**src/rtl/irq_route_pkg.sv**
```systemverilog
package irq_route_pkg;

   localparam int GRP_SIZE  = 32;
   localparam int LINES     = 4;
   localparam int BYTE_W    = 8;

   // Position of the lowest set bit; 8 when the byte is zero.
   function automatic logic [3:0] low_bit_pos(input logic [BYTE_W-1:0] b);
      logic [3:0] p;
      p = 4'd8;
      for (int k = BYTE_W - 1; k >= 0; k--) begin
         if (b[k]) p = 4'(k);
      end
      return p;
   endfunction

endpackage

```
**src/rtl/irq_line_map.sv**
```systemverilog
module irq_line_map
   import irq_route_pkg::*;
#(
   parameter int N_GRP = 2,
   parameter int GW    = 1
) (
   input  logic                    clk,
   input  logic                    rst_n,
   input  logic                    we,
   input  logic [GW-1:0]           idx,
   input  logic [BYTE_W-1:0]       data,
   input  logic                    idx_mode,
   output logic [N_GRP-1:0][1:0]   grp_line
);

   logic [N_GRP-1:0][BYTE_W-1:0] tbl_q;

   always_ff @(posedge clk or negedge rst_n) begin
      if (!rst_n)  tbl_q <= '0;
      else if (we) tbl_q[idx] <= data;
   end

   // Line bytes are decoded live, under the current mode.
   for (genvar g = 0; g < N_GRP; g++) begin : g_grp
      logic [3:0] pos;
      always_comb begin
         pos = low_bit_pos(tbl_q[g]);
         if (idx_mode)     grp_line[g] = tbl_q[g][1:0];
         else if (pos < 4) grp_line[g] = pos[1:0];
         else              grp_line[g] = 2'd0;
      end
   end

   assert_line_write_R1: assert property (@(posedge clk) disable iff (!rst_n)
      we |=> tbl_q[$past(idx)] == $past(data));

endmodule

```
**src/rtl/irq_core_route.sv**
```systemverilog
module irq_core_route
   import irq_route_pkg::*;
#(
   parameter int N_SRC  = 64,
   parameter int N_CORE = 4,
   parameter int IW     = 6,
   parameter int CW     = 2
) (
   input  logic                       clk,
   input  logic                       rst_n,
   input  logic                       we,
   input  logic [IW-1:0]              idx,
   input  logic [BYTE_W-1:0]          data,
   input  logic                       idx_mode,
   output logic [N_SRC-1:0][CW-1:0]   route_q
);

   localparam logic [BYTE_W-1:0] NC8 = BYTE_W'(N_CORE);

   logic [3:0]        pos;
   logic [BYTE_W-1:0] cand;
   logic              ok;

   // Core bytes are decoded once, at write time.
   always_comb begin
      pos  = low_bit_pos(data);
      cand = '0;
      ok   = 1'b0;
      if (idx_mode) begin
         cand = data;
         ok   = data < NC8;
      end else if (pos != 4'd8) begin
         cand = (pos >= 4) ? '0 : {4'd0, pos};
         ok   = cand < NC8;
      end
   end

   always_ff @(posedge clk or negedge rst_n) begin
      if (!rst_n)        route_q <= '0;
      else if (we && ok) route_q[idx] <= cand[CW-1:0];
   end

   assert_bad_core_kept_R4: assert property (@(posedge clk) disable iff (!rst_n)
      (we && !ok) |=> route_q[$past(idx)] == $past(route_q[idx]));

   assert_zero_mask_kept_R3: assert property (@(posedge clk) disable iff (!rst_n)
      (we && !idx_mode && data == '0) |=> $stable(route_q));

endmodule

```
**src/rtl/irq_aggregate.sv**
```systemverilog
module irq_aggregate
   import irq_route_pkg::*;
#(
   parameter int N_SRC  = 64,
   parameter int N_CORE = 4,
   parameter int N_GRP  = 2,
   parameter int CW     = 2
) (
   input  logic                       clk,
   input  logic                       rst_n,
   input  logic [N_SRC-1:0]           pend,
   input  logic [N_SRC-1:0][CW-1:0]   route,
   input  logic [N_GRP-1:0][1:0]      grp_line,
   output logic [N_CORE*LINES-1:0]    irq
);

   for (genvar c = 0; c < N_CORE; c++) begin : g_core
      for (genvar l = 0; l < LINES; l++) begin : g_line
         logic [N_SRC-1:0] hit;
         always_comb begin
            for (int i = 0; i < N_SRC; i++) begin
               hit[i] = pend[i] && (route[i] == CW'(c))
                        && (grp_line[i / GRP_SIZE] == 2'(l));
            end
         end
         assign irq[c*LINES + l] = |hit;
      end
   end

   // Each pending source drives exactly one output bit.
   assert_no_extra_lines_R5: assert property (@(posedge clk) disable iff (!rst_n)
      $countones(irq) <= $countones(pend));

endmodule

```
**src/rtl/irq_route_agg.sv**
```systemverilog
module irq_route_agg
   import irq_route_pkg::*;
#(
   parameter int N_SRC  = 64,
   parameter int N_CORE = 4,
   localparam int N_GRP = N_SRC / GRP_SIZE,
   localparam int IW    = (N_SRC > 1) ? $clog2(N_SRC) : 1,
   localparam int GW    = (N_GRP > 1) ? $clog2(N_GRP) : 1,
   localparam int CW    = (N_CORE > 1) ? $clog2(N_CORE) : 1
) (
   input  logic                      clk,
   input  logic                      rst_n,
   input  logic [N_SRC-1:0]          src_level,
   input  logic                      line_idx_mode,
   input  logic                      core_idx_mode,
   input  logic                      lmap_we,
   input  logic [GW-1:0]             lmap_idx,
   input  logic [BYTE_W-1:0]         lmap_data,
   input  logic                      cmap_we,
   input  logic [IW-1:0]             cmap_idx,
   input  logic [BYTE_W-1:0]         cmap_data,
   input  logic                      en_we,
   input  logic [IW-1:0]             en_idx,
   input  logic                      en_val,
   output logic [N_CORE*LINES-1:0]   irq_out
);

   if (N_SRC % GRP_SIZE != 0 || N_SRC < GRP_SIZE) begin : g_bad_src
      $error("N_SRC must be a positive multiple of 32");
   end
   if (N_CORE < 1 || N_CORE > 8) begin : g_bad_core
      $error("N_CORE must lie in 1..8");
   end

   logic [N_SRC-1:0]           raw_q;
   logic [N_SRC-1:0]           en_q;
   logic [N_SRC-1:0][CW-1:0]   route_q;
   logic [N_GRP-1:0][1:0]      grp_line;

   always_ff @(posedge clk or negedge rst_n) begin
      if (!rst_n) begin
         raw_q <= '0;
         en_q  <= '0;
      end else begin
         raw_q <= src_level;
         if (en_we) en_q[en_idx] <= en_val;
      end
   end

   irq_line_map #(.N_GRP(N_GRP), .GW(GW)) u_line (
      .clk(clk), .rst_n(rst_n), .we(lmap_we), .idx(lmap_idx),
      .data(lmap_data), .idx_mode(line_idx_mode), .grp_line(grp_line));

   irq_core_route #(.N_SRC(N_SRC), .N_CORE(N_CORE), .IW(IW), .CW(CW)) u_route (
      .clk(clk), .rst_n(rst_n), .we(cmap_we), .idx(cmap_idx),
      .data(cmap_data), .idx_mode(core_idx_mode), .route_q(route_q));

   irq_aggregate #(.N_SRC(N_SRC), .N_CORE(N_CORE), .N_GRP(N_GRP), .CW(CW)) u_agg (
      .clk(clk), .rst_n(rst_n), .pend(raw_q & en_q), .route(route_q),
      .grp_line(grp_line), .irq(irq_out));

   assert_idle_quiet_R5: assert property (@(posedge clk) disable iff (!rst_n)
      (src_level == '0) |=> (irq_out == '0));

   assert_disabled_quiet_R6: assert property (@(posedge clk) disable iff (!rst_n)
      (en_q == '0) |-> (irq_out == '0));

   assert_drop_enable_R6: assert property (@(posedge clk) disable iff (!rst_n)
      (en_we && !en_val && en_q == '0) |=> (irq_out == '0));

endmodule

```
**config.mk**
```make
export PLATFORM = sky130hd
export DESIGN_NAME = irq_route_agg
export DESIGN_NICKNAME = d
export VERILOG_FILES = /design/src/rtl/irq_route_pkg.sv /design/src/rtl/irq_line_map.sv /design/src/rtl/irq_core_route.sv /design/src/rtl/irq_aggregate.sv /design/src/rtl/irq_route_agg.sv
export SDC_FILE = /design/constraint.sdc
export NUM_CORES = 1
export LEC_CHECK = 0
export ABC_AREA = 1
export ABC_CLOCK_PERIOD_IN_PS = 1300
export BUFFER_PORTS_ARGS = -buffer_cell sky130_fd_sc_hd__buf_2
export CAP_MARGIN = 20
export CORE_ASPECT_RATIO = 1.25
export CORE_UTILIZATION = 50
export DETAILED_ROUTE_END_ITERATION = 7
export MAX_ROUTING_LAYER = met4
export PLACE_DENSITY = 0.7
export SETUP_SLACK_MARGIN = 0.2
export SYNTH_ARGS = -nofsm -noshare
export SYNTH_HDL_FRONTEND = slang
export SYNTH_HIERARCHICAL = 1
export SYNTH_SLANG_ARGS = --single-unit
```
**constraint.sdc**
```tcl
create_clock -name clk -period 1.3 [get_ports clk]
set_input_delay 0 -clock clk [delete_from_list [all_inputs] [get_ports clk]]
set_output_delay 0 -clock clk [all_outputs]
set_load 0.005 [all_outputs]
```
# Word level (Yosys, flattened, before mapping)
# Cells that the tools add are included.
# op_classes
n_lt_le_gt_ge,11
eq_ne,199
n_mux,42
bitwise,1
reduce_logical,1366
# ops
cell,n
1-bit logical AND,1284
64-bit OR reduction,16
2-bit equality test (second input constant),132
2-bit by 1-bit equality test with 1-bit output (second input constant),66
2-bit zero test,66
128-bit bitwise mux,1
4-bit two-way mux,25
64-bit bitwise AND,1
64-bit bitwise mux,1
16-bit bitwise mux,1
6-bit by 7-bit less-than comparator with 1-bit output (second input constant),2
2-bit two-way mux,7
2-bit demux with 6-bit select,1
6-bit by 1-bit >= comparator with 1-bit output (second input constant),2
4-bit by 3-bit less-than comparator with 1-bit output (second input constant),3
8-bit demux with 1-bit select,1
8-bit by 3-bit less-than comparator with 1-bit output (second input constant),1
8-bit two-way mux,1
1-bit demux with 6-bit select,1
4-bit by 3-bit >= comparator with 1-bit output (second input constant),1
4-bit inequality test (second input constant),1
1-bit two-way mux,3
1-bit by 2-bit less-than comparator with 1-bit output (second input constant),1
1-bit >= comparator (second input constant),1
# totals
register_bits,272
in_bits,101
out_inout_bits,16

# Logic depth before layout (Yosys ltp)
# logic_depth
depth_word,14
mapped_depth,12
depth_no_buf,11

# Hierarchy
# Netlist, hierarchy kept.
# by_module_without_submodules
mod,instances,cells_each,area_each_um2
irq_core_route,1,754,5846.9
irq_route_agg,1,556,5034.8
irq_aggregate,1,695,2927.8
irq_line_map,1,59,424.2

# Least setup slack after synthesis
# Ideal clock, no wire load.
# synth_path
path_type,input -> register
startpoint,input port cmap_data[4]
endpoint,register u_route/route_q[23] (netlist name)
setup_ns,0.123
arrival_time_ns,1.038
required_time_ns,1.177
path_slack_ns,0.139
cell_stages,10
path_buffers,2
cell_sequence,inv_1 -> nand2_1 -> nor2_1 -> nand2_1 -> a21boi_4 -> nand2_4 -> buf_6 -> clkbuf_2 -> o21ai_0 -> nand2_1
# synth_between
elab_chain_cells,11
elab_cells_between_ends,16
cone_classes,order compare: 3; eq/ne: 1; mux: 11; reduce/logical: 1
# synth_lines
element,line,source
start: declaration,irq_route_agg.sv:21,"input logic [BYTE_W-1:0] cmap_data,"
4-bit two-way mux (5 in a row),irq_route_pkg.sv:12,if (b[k]) p = 4'(k);
4-bit by 3-bit >= comparator with 1-bit output,irq_core_route.sv:33,"cand = (pos >= 4) ? '0 : {4'd0, pos};"
4-bit two-way mux,irq_core_route.sv:33,
4-bit by 3-bit less-than comparator with 1-bit output,irq_core_route.sv:34,ok = cand < NC8;
1-bit two-way mux,irq_core_route.sv:32,end else if (pos != 4'd8) begin
1-bit two-way mux,irq_core_route.sv:29,if (idx_mode) begin
1-bit logical AND,irq_core_route.sv:40,else if (we && ok) route_q[idx] <= cand[CW-1:0];
end signal: indexed assignment,irq_core_route.sv:40,
end: declaration,irq_core_route.sv:15,output logic [N_SRC-1:0][CW-1:0] route_q
# Parallel ways exist; a longest one is shown, timed or not.
# A chain may end at the register's enable or synchronous reset.

# Worst setup path in the final report
# layout_path
startpoint,register raw_q[33]
endpoint,output port irq_out[1]
# layout_between
elab_chain_cells,4
# layout_lines
element,line,source
start: declaration,irq_route_agg.sv:35,logic [N_SRC-1:0] raw_q;
start signal: assignment,irq_route_agg.sv:45,raw_q <= src_level;
64-bit bitwise AND,irq_route_agg.sv:59,".clk(clk), .rst_n(rst_n), .pend(raw_q & en_q), .route(route_q),"
1-bit logical AND,irq_aggregate.sv:22,hit[i] = pend[i] && (route[i] == CW'(c))
1-bit logical AND,irq_aggregate.sv:23,&& (grp_line[i / GRP_SIZE] == 2'(l));
64-bit OR reduction,irq_aggregate.sv:26,assign irq[c*LINES + l] = |hit;
end: declaration,irq_route_agg.sv:25,output logic [N_CORE*LINES-1:0] irq_out
# Every way passes these cells.

==> results by group <==
Status
  • Status: complete, but fails checks
  • Violated checks: negative setup slack

Synthesis
  • Main combinational cell family by area after synthesis: simple AND/OR/NAND/NOR gates
  • Yosys cell types: 26
  • Post-synthesis simple-gate area fraction: 39.0%
  • Sequential share of the synthesized area: 46.4%
  • Synth area leader: dfrtp_1
  • Adder-Cell Fraction of Synth Area: 0%
  • Synth Area in XOR/XNOR: 0%
  • Post-synthesis mux area share: 0%
  • Most area-consuming cells after synthesis: dfrtp_1 (46%), nand2_1 (21%), nand3_1 (12%)
  • Top cell type's share of synthesized area: 46.4%
  • Cells after Synth: 2064
  • Yosys warning count: 6
  • Syn_nets: 2165
  • Mapped cell area: 14200 sq um
  • Compound-Gate Fraction of Synth Area: 5.51%
  • Syn avg cell area: 6.90 sq um
  • Register bit count reported by yosys: 264

Timing
  • Measured slew at the worst slew-check pin: 0.498 ns
  • RSZ-0062 raised after global routing: yes
  • Fin crit period: 2.07 ns
  • Final worst slack: -0.774 ns
  • Hold Fails Final Rpt: 0
  • Max Slew Vio Count: 0
  • Final setup TNS: -11.75 ns
  • Final setup fails: 16
  • Fmax: 482 MHz
  • Slew HR: 66.7%
  • Clk_skew: 0 ns
  • Final cycle utilization of the critical path: 160%

Worst setup path
  • Required @ worst endpoint: 1.30 ns
  • Data arrival, critical path: 2.07 ns
  • Worst setup SP type: flop
  • Worst-path maximum fanout: 4
  • CP cell instances: nand2_1 -> inv_1 -> nand3_1 -> nand2_1 -> nor2_2 -> nand2_1 -> nor2_1 -> nand2_2 -> nand2_2 -> nand2_2 -> buf_6
  • Slowest library cell on the worst path: dfrtp_1
  • Buf+Inv Stages, Crit Path: 2
  • Top delay family on crit path: simple AND/OR/NAND/NOR gates
  • Max stage delay on crit path: 0.40 ns
  • Worst Setup Path Type: flop to output pin
  • Crit. End Element: output pin
  • R2R Setup Slk: 0.34 ns

Cells and area
  • Post-layout net count: 2446
  • Area Overhead vs Synth: 31.0%
  • Design Area, Final: 18600 sq um
  • Antenna cell count: 0
  • Share of layout cells above drive strength 1: 22.7%

Global routing
  • Initial antenna violation count: 0
  • First-pass GRT wire length: 71.0 mm
  • Number of global-route vias before repair: 14000
  • Largest net degree at the start of global routing: 53
  • GRT Overall Usage: 32.0%
  • GRT overflow: 0

Pwr
  • Pwr/cell area: 1190 nW/um^2
  • Sw Share: 28.9%
  • Comb pwr share: 16.8%
  • Switching power: 6.44 mW
  • Internal: 15.8 mW
  • Sequential group share of total power: 42.7%
  • Clock share of power: 40.5%
  • Max IR drop VDD: 1070 uV
  • Lkg Pwr: 9.95 nW

Clocking
  • Clock root cell: clkbuf_16
  • CTS H-tree lvls: 1
  • Clock latency on the worst-skew pair: 0.57 ns
  • Total CTS buffers: 29
  • CTS Buffer Depth: 3
  • TritonCTS Sinks: 264
  • Clock Pin Slew Worst Setup and Hold Paths: 0.06 ns
  • CTS tree: built

Routing
  • Highest routing layer actually used: met4
  • Routed length on met3: 2.53 mm
  • Post-route DRC: 0
  • DR vias/cell: 5.35
  • DR pass1 iterations: 6
  • Antenna viol nets, final: 0
  • Drt initial violations: 1028
  • DRT Wirelength: 45.6 mm
  • Vias: 14500
  • Routed wire length on met2: 23.3 mm
  • Routed length per instance: 16.8 microns
  • WL met1: 17.7 mm

Die
  • Std cell rows: 68
  • Die area: 29200 sq um
  • DIE WIDTH: 153 microns
  • Core Region: 27800 sq um
  • # IOs: 117
  • Die Y: 191 microns
  • Initial core utilization: 51.2%

Placed design
  • Post-detail-place hpwl: 31.6 mm
  • Final Wtd Congestion: 0.951
  • Port bufs: 112
  • Area post-placement: 15800 sq um
  • Pre-CTS setup slack: -0.281 ns

Hold path
  • Worst hold path type: input pin to flop

Flow run
  • Max Cap Viol: 0
[worst register-to-register path: stages, from the launching register on]
cell	delay [ns]
dfrtp_1	0.38
buf_4	0.13
buf_4	0.12
buf_4	0.12
nand2_1	0.05
o21ai_1	0.05
[registers in the layout, summed over array words and instances, names as in the netlist]
name / count
u_route/route_q: 128
en_q: 64
u_line/tbl_q: 8
raw_q: 64
[power groups by stage]
stage                     Combinational [mW]  Sequential [mW]  Clock (mW)
after global routing                    4.11             9.58        9.44
after detailed placement                3.06             9.56           0
after floorplan                         1.74             9.34           0
after global placement                  2.98             9.54           0
final                                   3.74             9.51        9.01
after CTS                               3.38             9.45        9.08
[synthesized netlist by cell type]
master / instances
nor3_1: 9
clkbuf_1: 16
nand3_2: 2
inv_2: 11
nand4_1: 6
nor2_8: 1
nand2_4: 2
nand3b_1: 5
nor3_2: 3
buf_2: 16
buf_4: 3
nor3_4: 1
o21ai_0: 133
clkbuf_2: 3
a21boi_4: 1
o21ai_1: 20
nand2_1: 778
buf_6: 9
buf_1: 2
inv_1: 258
nor2_4: 1
nor2_1: 180
dfrtp_1: 264
nand3_1: 333
nand2_2: 2
nor2_2: 5
[area by class of cell]
class	count	area [sq um]
inverter	269	1070
timing repair buffer	299	2450
multi-input combinational	1482	7040
sequential	264	6610
clock buffer	35	788
tap	350	438
clock inverter	15	246
fill	2284	9180
[placed cells by master, fill, tap and decap left out, types with 14 or more instances in the layout]
| master | synthesis | final |
|---|---|---|
| nand2_1 | 778 | 690 |
| nand3_1 | 333 | 285 |
| dfrtp_1 | 264 | 258 |
| inv_1 | 258 | 201 |
| nor2_1 | 180 | 135 |
| buf_2 | 16 | 106 |
| o21ai_0 | 133 | 90 |
| dlygate4sd3_1 | 0 | 86 |
| nand2_2 | 2 | 82 |
| buf_4 | 3 | 76 |
| o21ai_1 | 20 | 60 |
| inv_2 | 11 | 51 |
| nand3_2 | 2 | 47 |
| nor2_2 | 5 | 43 |
| clkbuf_16 | 0 | 29 |
| buf_12 | 0 | 15 |
| inv_4 | 0 | 14 |
[metrics by stage]
step,hold slack (ns),total power [mW],std cells,utilization [%]
finish,0.00937,22.3,2714,67.0
global route,0.0335,23.1,2714,67.0
floorplan,-0.296,11.1,2064,-
detailed placement,-0.0627,12.6,2559,56.9
global placement,-0.0604,12.5,2559,56.9
CTS,0.00259,21.9,2697,64.4
[worst paths after layout]
check                            startpoint                   to  cells after the start
max                               raw_q[33]           irq_out[1]                     11
min                             cmap_idx[2]  u_route/route_q[63]                      6
max reg2reg                        en_q[62]             en_q[62]                      5
min reg2reg                u_line/tbl_q[10]     u_line/tbl_q[10]                      2
max in group asynchronous             rst_n  u_route/route_q[90]                      4
min in group asynchronous             rst_n  u_route/route_q[37]                      3
[per-layer routing]
metal | track usage [%] | up-vias
met5 | - | -
met4 | 15.5 | 0
met3 | 2.68 | 130
met2 | 56.4 | 521
met1 | 37.0 | 6829
li1 | - | 7041
[kinds of logic after synthesis]
kind of cell	count (synthesis)
AND/OR/NAND/NOR	1328
buffers and inverters	318
flip-flops	264
AO/OA/AOI/OAI	154
[what timing repair did]
| action | in CTS | in global routing |
|---|---|---|
| hold endpoints to repair | 406 | 16 |
| gates resized for setup | 82 | 209 |
| pin swaps | 39 | 128 |
| hold buffers | 87 | 3 |
| gates cloned | 0 | 1 |
| setup buffers | 1 | 14 |
| endpoints found under the setup margin | 16 | 287 |
(Power assumes the default switching activity.)
